==> src/rtl/mpr_pkg.sv <==
package mpr_pkg;

   localparam int VERB_W = 8;
   localparam int OP_W   = 3;
   localparam int NUM_W  = 4;

   localparam logic [OP_W-1:0]  OP_ACQ   = 3'd1;
   localparam logic [OP_W-1:0]  OP_REL   = 3'd2;
   localparam logic [OP_W-1:0]  OP_ERR   = 3'd7;
   localparam logic [NUM_W-1:0] ERR_CODE = 4'hE;

   typedef enum logic [1:0] {
      ST_IDLE = 2'd0,
      ST_OPEN = 2'd1,
      ST_BUSY = 2'd2,
      ST_DONE = 2'd3
   } chan_state_e;

   typedef enum logic [2:0] {
      SQ_IDLE,
      SQ_OPEN,
      SQ_DATA,
      SQ_VERB,
      SQ_DONE
   } seq_e;

endpackage

==> src/rtl/mpr_seq.sv <==
module mpr_seq
   import mpr_pkg::*;
#(
   parameter bit RESET_VBIT = 1'b0
) (
   input  logic              clk,
   input  logic              rst_n,
   input  logic              start_i,
   input  logic              abort_i,
   input  logic              ack_i,
   input  logic              cmd_wr_i,
   input  logic [VERB_W-1:0] cmd_verb_i,
   output logic [1:0]        state_o,
   output logic              accept_o,
   output logic              data_we_o,
   output logic              verb_we_o,
   output logic [VERB_W-1:0] cmd_q_o
);

   seq_e              sq_q;
   logic [VERB_W-1:0] cmd_q;

   // a commit is fresh only if its phase differs from the last accepted one
   assign accept_o  = (sq_q == SQ_OPEN) && !abort_i && cmd_wr_i
                      && (cmd_verb_i[VERB_W-1] != cmd_q[VERB_W-1]);
   assign data_we_o = (sq_q == SQ_DATA);
   assign verb_we_o = (sq_q == SQ_VERB);
   assign cmd_q_o   = cmd_q;

   always_ff @(posedge clk) begin
      if (!rst_n) begin
         sq_q  <= SQ_IDLE;
         cmd_q <= {RESET_VBIT, {(VERB_W-1){1'b0}}};
      end else begin
         unique case (sq_q)
            SQ_IDLE: if (start_i) sq_q <= SQ_OPEN;
            SQ_OPEN: begin
               if (abort_i) begin
                  sq_q <= SQ_IDLE;
               end else if (accept_o) begin
                  sq_q  <= SQ_DATA;
                  cmd_q <= cmd_verb_i;
               end
            end
            SQ_DATA: sq_q <= SQ_VERB;
            SQ_VERB: sq_q <= SQ_DONE;
            SQ_DONE: if (ack_i) sq_q <= SQ_IDLE;
            default: sq_q <= SQ_IDLE;
         endcase
      end
   end

   always_comb begin
      unique case (sq_q)
         SQ_OPEN:          state_o = ST_OPEN;
         SQ_DATA, SQ_VERB: state_o = ST_BUSY;
         SQ_DONE:          state_o = ST_DONE;
         default:          state_o = ST_IDLE;
      endcase
   end

endmodule

==> src/rtl/mpr_pool_exec.sv <==
module mpr_pool_exec
   import mpr_pkg::*;
#(
   parameter int NPOOL     = 5,
   parameter int PID_W     = 3,
   parameter int LVL_W     = 5,
   parameter int POOL_INIT = 8,
   parameter bit REL_EN    = 1'b1
) (
   input  logic              clk,
   input  logic              rst_n,
   input  logic              exec_en_i,
   input  logic [VERB_W-1:0] verb_i,
   input  logic [PID_W-1:0]  pid_i,
   output logic [VERB_W-1:0] res_verb_o,
   output logic [LVL_W-1:0]  res_level_o
);

   localparam logic [LVL_W:0]   LVL_MAX = {1'b0, {LVL_W{1'b1}}};
   localparam logic [PID_W:0]   NPOOL_V = (PID_W+1)'(NPOOL);

   logic [LVL_W-1:0] lvl_q [NPOOL];
   logic [LVL_W-1:0] cur;
   logic [LVL_W-1:0] new_lvl;
   logic             upd;
   logic             pid_ok;
   logic             acq_fit;
   logic             rel_fit;
   logic             rel_known;
   logic [LVL_W:0]   sum_w;
   logic [OP_W-1:0]  op;
   logic [NUM_W-1:0] num;
   logic [LVL_W-1:0] num_ext;
   logic             ph;

   assign ph      = verb_i[VERB_W-1];
   assign op      = verb_i[VERB_W-2 -: OP_W];
   assign num     = verb_i[NUM_W-1:0];
   assign num_ext = LVL_W'(num);
   assign pid_ok  = ({1'b0, pid_i} < NPOOL_V);

   always_comb begin
      cur = '0;
      for (int i = 0; i < NPOOL; i++)
         if (pid_i == PID_W'(i)) cur = lvl_q[i];
   end

   assign acq_fit = (num != '0) && (num_ext <= cur);
   assign sum_w   = {1'b0, cur} + {1'b0, num_ext};

   generate
      if (REL_EN) begin : g_rel
         assign rel_known = 1'b1;
         assign rel_fit   = (num != '0) && (sum_w <= LVL_MAX);
      end else begin : g_norel
         assign rel_known = 1'b0;
         assign rel_fit   = 1'b0;
      end
   endgenerate

   always_comb begin
      upd         = 1'b0;
      new_lvl     = cur;
      res_verb_o  = {ph, OP_ERR, ERR_CODE};
      res_level_o = '0;
      if (pid_ok && op == OP_ACQ) begin
         if (acq_fit) begin
            upd        = 1'b1;
            new_lvl    = cur - num_ext;
            res_verb_o = {ph, OP_ACQ, num};
         end else begin
            res_verb_o = {ph, OP_ACQ, {NUM_W{1'b0}}};
         end
         res_level_o = new_lvl;
      end else if (pid_ok && rel_known && op == OP_REL) begin
         if (rel_fit) begin
            upd        = 1'b1;
            new_lvl    = sum_w[LVL_W-1:0];
            res_verb_o = {ph, OP_REL, num};
         end else begin
            res_verb_o = {ph, OP_REL, {NUM_W{1'b0}}};
         end
         res_level_o = new_lvl;
      end
   end

   generate
      for (genvar g = 0; g < NPOOL; g++) begin : g_pool
         always_ff @(posedge clk) begin
            if (!rst_n)
               lvl_q[g] <= LVL_W'(POOL_INIT);
            else if (exec_en_i && upd && pid_i == PID_W'(g))
               lvl_q[g] <= new_lvl;
         end
      end
   endgenerate

endmodule

==> src/rtl/mpr_result_bank.sv <==
module mpr_result_bank
   import mpr_pkg::*;
#(
   parameter int LVL_W = 5
) (
   input  logic              clk,
   input  logic              rst_n,
   input  logic              clr_we_i,
   input  logic              data_we_i,
   input  logic              verb_we_i,
   input  logic              sel_i,
   input  logic [VERB_W-1:0] res_verb_i,
   input  logic [LVL_W-1:0]  res_level_i,
   input  logic              rd_slot_i,
   output logic [VERB_W-1:0] rd_verb_o,
   output logic [LVL_W-1:0]  rd_level_o,
   output logic [VERB_W-1:0] slot0_verb_o,
   output logic [VERB_W-1:0] slot1_verb_o
);

   localparam int NSLOT = 2;

   logic [VERB_W-1:0] verb_q [NSLOT];
   logic [LVL_W-1:0]  lvl_q  [NSLOT];
   logic [VERB_W-1:0] pend_q;

   // verb is held back one cycle so it lands after the body
   always_ff @(posedge clk) begin
      if (!rst_n)         pend_q <= '0;
      else if (data_we_i) pend_q <= res_verb_i;
   end

   generate
      for (genvar g = 0; g < NSLOT; g++) begin : g_slot
         always_ff @(posedge clk) begin
            if (!rst_n) begin
               verb_q[g] <= '0;
               lvl_q[g]  <= '0;
            end else if (sel_i == 1'(g)) begin
               if (clr_we_i)  verb_q[g] <= '0;
               if (data_we_i) lvl_q[g]  <= res_level_i;
               if (verb_we_i) verb_q[g] <= pend_q;
            end
         end
      end
   endgenerate

   assign rd_verb_o    = verb_q[rd_slot_i];
   assign rd_level_o   = lvl_q[rd_slot_i];
   assign slot0_verb_o = verb_q[0];
   assign slot1_verb_o = verb_q[1];

endmodule

==> src/rtl/mgmt_pingpong_resp.sv <==
module mgmt_pingpong_resp
   import mpr_pkg::*;
#(
   parameter int NPOOL      = 5,
   parameter int PID_W      = 3,
   parameter int LVL_W      = 5,
   parameter int POOL_INIT  = 8,
   parameter bit REL_EN     = 1'b1,
   parameter bit RESET_VBIT = 1'b0
) (
   input  logic             clk,
   input  logic             rst_n,
   input  logic             start_i,
   input  logic             abort_i,
   input  logic             ack_i,
   input  logic             cmd_wr_i,
   input  logic [7:0]       cmd_verb_i,
   input  logic [PID_W-1:0] cmd_pool_i,
   input  logic             rd_slot_i,
   output logic [7:0]       rd_verb_o,
   output logic [LVL_W-1:0] rd_level_o,
   output logic [7:0]       cmd_verb_o,
   output logic [1:0]       state_o
);

   generate
      if (NPOOL < 1 || NPOOL > (1 << PID_W)) begin : g_bad_npool
         $error("NPOOL must lie in 1 .. 2**PID_W");
      end
      if (LVL_W < NUM_W) begin : g_bad_lvl
         $error("LVL_W must cover the count field");
      end
      if (POOL_INIT < 0 || POOL_INIT >= (1 << LVL_W)) begin : g_bad_init
         $error("POOL_INIT does not fit in LVL_W bits");
      end
   endgenerate

   logic              accept;
   logic              data_we;
   logic              verb_we;
   logic [VERB_W-1:0] cmd_q;
   logic [PID_W-1:0]  pid_q;
   logic              slot_sel;
   logic [VERB_W-1:0] res_verb;
   logic [LVL_W-1:0]  res_level;
   logic [VERB_W-1:0] slot0_verb;
   logic [VERB_W-1:0] slot1_verb;

   mpr_seq #(.RESET_VBIT(RESET_VBIT)) seq_i (
      .clk        (clk),
      .rst_n      (rst_n),
      .start_i    (start_i),
      .abort_i    (abort_i),
      .ack_i      (ack_i),
      .cmd_wr_i   (cmd_wr_i),
      .cmd_verb_i (cmd_verb_i),
      .state_o    (state_o),
      .accept_o   (accept),
      .data_we_o  (data_we),
      .verb_we_o  (verb_we),
      .cmd_q_o    (cmd_q)
   );

   always_ff @(posedge clk) begin
      if (!rst_n)      pid_q <= '0;
      else if (accept) pid_q <= cmd_pool_i;
   end

   // on acceptance the incoming phase names the slot; afterwards the stored one
   assign slot_sel = accept ? cmd_verb_i[VERB_W-1] : cmd_q[VERB_W-1];

   mpr_pool_exec #(
      .NPOOL     (NPOOL),
      .PID_W     (PID_W),
      .LVL_W     (LVL_W),
      .POOL_INIT (POOL_INIT),
      .REL_EN    (REL_EN)
   ) exec_i (
      .clk         (clk),
      .rst_n       (rst_n),
      .exec_en_i   (data_we),
      .verb_i      (cmd_q),
      .pid_i       (pid_q),
      .res_verb_o  (res_verb),
      .res_level_o (res_level)
   );

   mpr_result_bank #(.LVL_W(LVL_W)) bank_i (
      .clk          (clk),
      .rst_n        (rst_n),
      .clr_we_i     (accept),
      .data_we_i    (data_we),
      .verb_we_i    (verb_we),
      .sel_i        (slot_sel),
      .res_verb_i   (res_verb),
      .res_level_i  (res_level),
      .rd_slot_i    (rd_slot_i),
      .rd_verb_o    (rd_verb_o),
      .rd_level_o   (rd_level_o),
      .slot0_verb_o (slot0_verb),
      .slot1_verb_o (slot1_verb)
   );

   assign cmd_verb_o = cmd_q;

endmodule

==> config.mk <==
export PLATFORM = sky130hd
export DESIGN_NAME = mgmt_pingpong_resp
export DESIGN_NICKNAME = d
export VERILOG_FILES = /design/src/rtl/mpr_pkg.sv /design/src/rtl/mpr_seq.sv /design/src/rtl/mpr_pool_exec.sv /design/src/rtl/mpr_result_bank.sv /design/src/rtl/mgmt_pingpong_resp.sv
export SDC_FILE = /design/constraint.sdc
export NUM_CORES = 1
export LEC_CHECK = 0
export BUFFER_PORTS_ARGS = -buffer_cell sky130_fd_sc_hd__buf_2
export CAP_MARGIN = 20
export CORE_ASPECT_RATIO = 1.25
export CORE_MARGIN = 1
export CORE_UTILIZATION = 59
export DETAILED_ROUTE_END_ITERATION = 12
export PLACE_DENSITY = 0.8
export SLEW_MARGIN = 20
export SYNTH_ARGS = -nofsm -noshare
export SYNTH_HDL_FRONTEND = slang
export SYNTH_SLANG_ARGS = --single-unit
==> constraint.sdc <==
create_clock -name clk -period 4.2 [get_ports clk]
set_input_delay 1.26 -clock clk [delete_from_list [all_inputs] [get_ports clk]]
set_output_delay 1.26 -clock clk [all_outputs]
set_load 0.005 [all_outputs]
==> results.txt <==
Worst Setup End Kind: register
Critical Path Source Type: register
Clock sinks: 73
EDFF count, synth: 51
Die Wd: 76 µm
Relative slew slack: 43.2%
Antenna violations before repair: 0
Power Dens Cells: 325 nW/µm²
First-pass GRT wire length: 15100 µm
NumNets Final: 435
Final setup skew: 0.00907 ns
Pre-CTS setup slack: 0.262 ns
Post-route DRC: 0
Clock root cell: clkbuf_8
Power Internal: 1120 µW
Synthesis-stage register bit count: 73
Layout area overhead: 11.6%
Fraction of final layout cells sized beyond drive strength 1: 22.4%
Fin crit share: 96.0%
Drt via density: 6.31
Worst-skew pair later-pin latency: 0.35 ns
Hold WC Path Type: reg -> reg
Post-CTS Hold Fix Bufs: 0
Clock network power share: 36.5%
Max-Cap Viols: 0
Minimum clock period after layout: 4.03 ns
Port buffer count: 40
Worst-Margin Slew: 0.850 ns
Synth warnings: 0
Comb pwr share: 8.7%
Yosys cell types: 61
Largest net degree at the start of global routing: 34
Post-route ant nets: 0
Syn Area/Cell: 11.2 µm²
Max layer used: met4
Std cell rows: 33
Fraction of registers with async set/reset: 0%
Postcts setup bufs: 0
Cts bufs inserted: 9
Met3 wire length: 652 µm
Critical path type: reg -> reg
CP Data Arrival Time: 4.09 ns
Cells after Synth: 362
Fmax: 248 MHz
Number of global-route vias before repair: 3013
Final setup vio count: 0
M1 WL: 3600 µm
Status: finished, final reports clean
Crit path from: pid_q[0]
Worst hold start: bank_i.pend_q[0]
Final WS setup: 0.167 ns
Final Max Slew Viols: 0
Number of diodes: 0
CTS tree: yes
Ports: 41
Grt total ovfl: 0
FF-to-FF Start: pid_q[0]
Core Area: 6610 µm²
Initial Utilization: 61.1%
Metal2 WL: 4740 µm
Post-synthesis sequential area ratio: 48.8%
Most common cell after layout, fill and taps aside: edfxtp_1
Die height: 94.5 µm
Total number of vias: 3134
Peak supply drop: 0.000178 V
Die area: 7180 µm²
Final Hold Fails: 0
Routability cong.: 0.967
Post-cts gate resize count: 0
Most frequent cells in the layout: 51 x edfxtp_1, 40 x buf_2, 23 x nor2_1
Net switching power: 348 µW
Clk buf depth: 2
Dpl hpwl: 7000 µm
Iter 0 DRT Violations: 275
Reg clk slew, reported paths: 0.08 ns
Sequential share of power: 54.8%
Worst EP required: 4.26 ns
CTS HTree Levels: 3
Crit Path Max Fanout: 9
WL per Instance: 18.8 µm
Ys flop type: edfxtp_1
RSZ-0062 raised after global routing: no
Synthesized cell area: 4040 µm²
Pleak: 0.00183 µW
Net Count, Synth: 392
Filler Cells Inserted: 523
TritonRoute pass-1 iters: 5
GRT Util Overall: 28.0%
Total Wirelength: 9360 µm
Switch share: 23.8%
Fin Setup TNS: 0 ns
per-stage QoR:
stage | area [µm²] | instances | hold WS [ns] | power (µW) | util (%)
floorplan | 4040 | 362 | 0.445 | 898 | -
global placement | 4320 | 481 | 0.469 | 939 | 65.4
detailed placement | 4320 | 481 | 0.492 | 944 | 65.4
CTS | 4510 | 497 | 0.501 | 1460 | 68.2
global route | 4510 | 497 | 0.525 | 1510 | 68.2
finish | 4510 | 497 | 0.506 | 1460 | 68.2
registers in the layout, summed over array words and instances (netlist names):
name and count:
seq_i.cmd_q_o 8, bank_i.pend_q 8, seq_i.sq_q 3, exec_i.lvl_q 25
pid_q 3, bank_i.lvl_q 10, bank_i.verb_q 16
kinds of logic (layout without fill, tap and decap cells):
family	after synthesis	in the layout	share of synthesized area (%)
mux	30	30	9.20
fa+ha+maj	12	12	4.09
compound gates	102	102	17.6
flops	73	73	48.8
buf+inv	27	75	3.10
xor+xnor	2	2	0.434
simple gates	116	116	16.7
per-layer routing:
layer	vias to the layer above	GRT usage [%]
met5	-	0
met4	0	17.0
met3	31	5.02
met2	145	47.9
met1	1495	33.1
li1	1463	-
area by class of cell:
class / count / area (µm²) / share of cell area [%]
clock inverters: 5 / 55.1 / 1.22
repair buffers: 47 / 253 / 5.61
multi-input cells: 262 / 1940 / 43.1
clock buffers: 11 / 131 / 2.92
inverters: 12 / 45.0 / 0.999
flip-flops and latches: 73 / 1970 / 43.8
well taps: 87 / 109 / 2.42
final timing paths:
kind	endpoint	slack (ns)	cells past startpoint
max	exec_i.lvl_q[0][2]	0.17	9
min	bank_i.pend_q[0]	0.51	2
max reg2reg	exec_i.lvl_q[0][2]	0.17	9
min reg2reg	bank_i.pend_q[0]	0.51	2
power by group through the flow:
stage / sequential [µW] / clock, µW / combinational [µW]
after floorplan: 812 / 0 / 86.3
after global placement: 816 / 0 / 123
after detailed placement: 818 / 0 / 126
after CTS: 802 / 532 / 126
after global routing: 804 / 567 / 139
final: 802 / 535 / 127
Yosys cell counts, types with 6 or more instances:
cell type	n	area, µm²
and3_1	11	68.8
a21oi_1	20	100
a31oi_1	9	56.3
nand2_1	15	56.3
dfxtp_1	22	440
and2_1	10	62.6
edfxtp_1	51	1530
mux2_2	13	146
o21ai_0	17	85.1
ha_1	10	125
nor2_1	23	86.3
mux2i_1	12	120
a211oi_1	7	52.6
nor2b_1	17	106
nand3b_1	6	45.0
clkbuf_1	8	30.0
nand2b_1	8	50.1
inv_1	11	41.3
nor3_1	7	35.0
critical path: stages (launching register included):
cell	delay [ns]
dfxtp_1	0.62
mux4_2	0.56
a22o_1	0.35
ha_1	0.36
a21bo_1	0.23
a221oi_2	0.29
nor2_1	0.17
and3_1	0.33
o31ai_1	0.61
a31oi_1	0.21
Note: power is estimated with default switching activity, not from simulation.
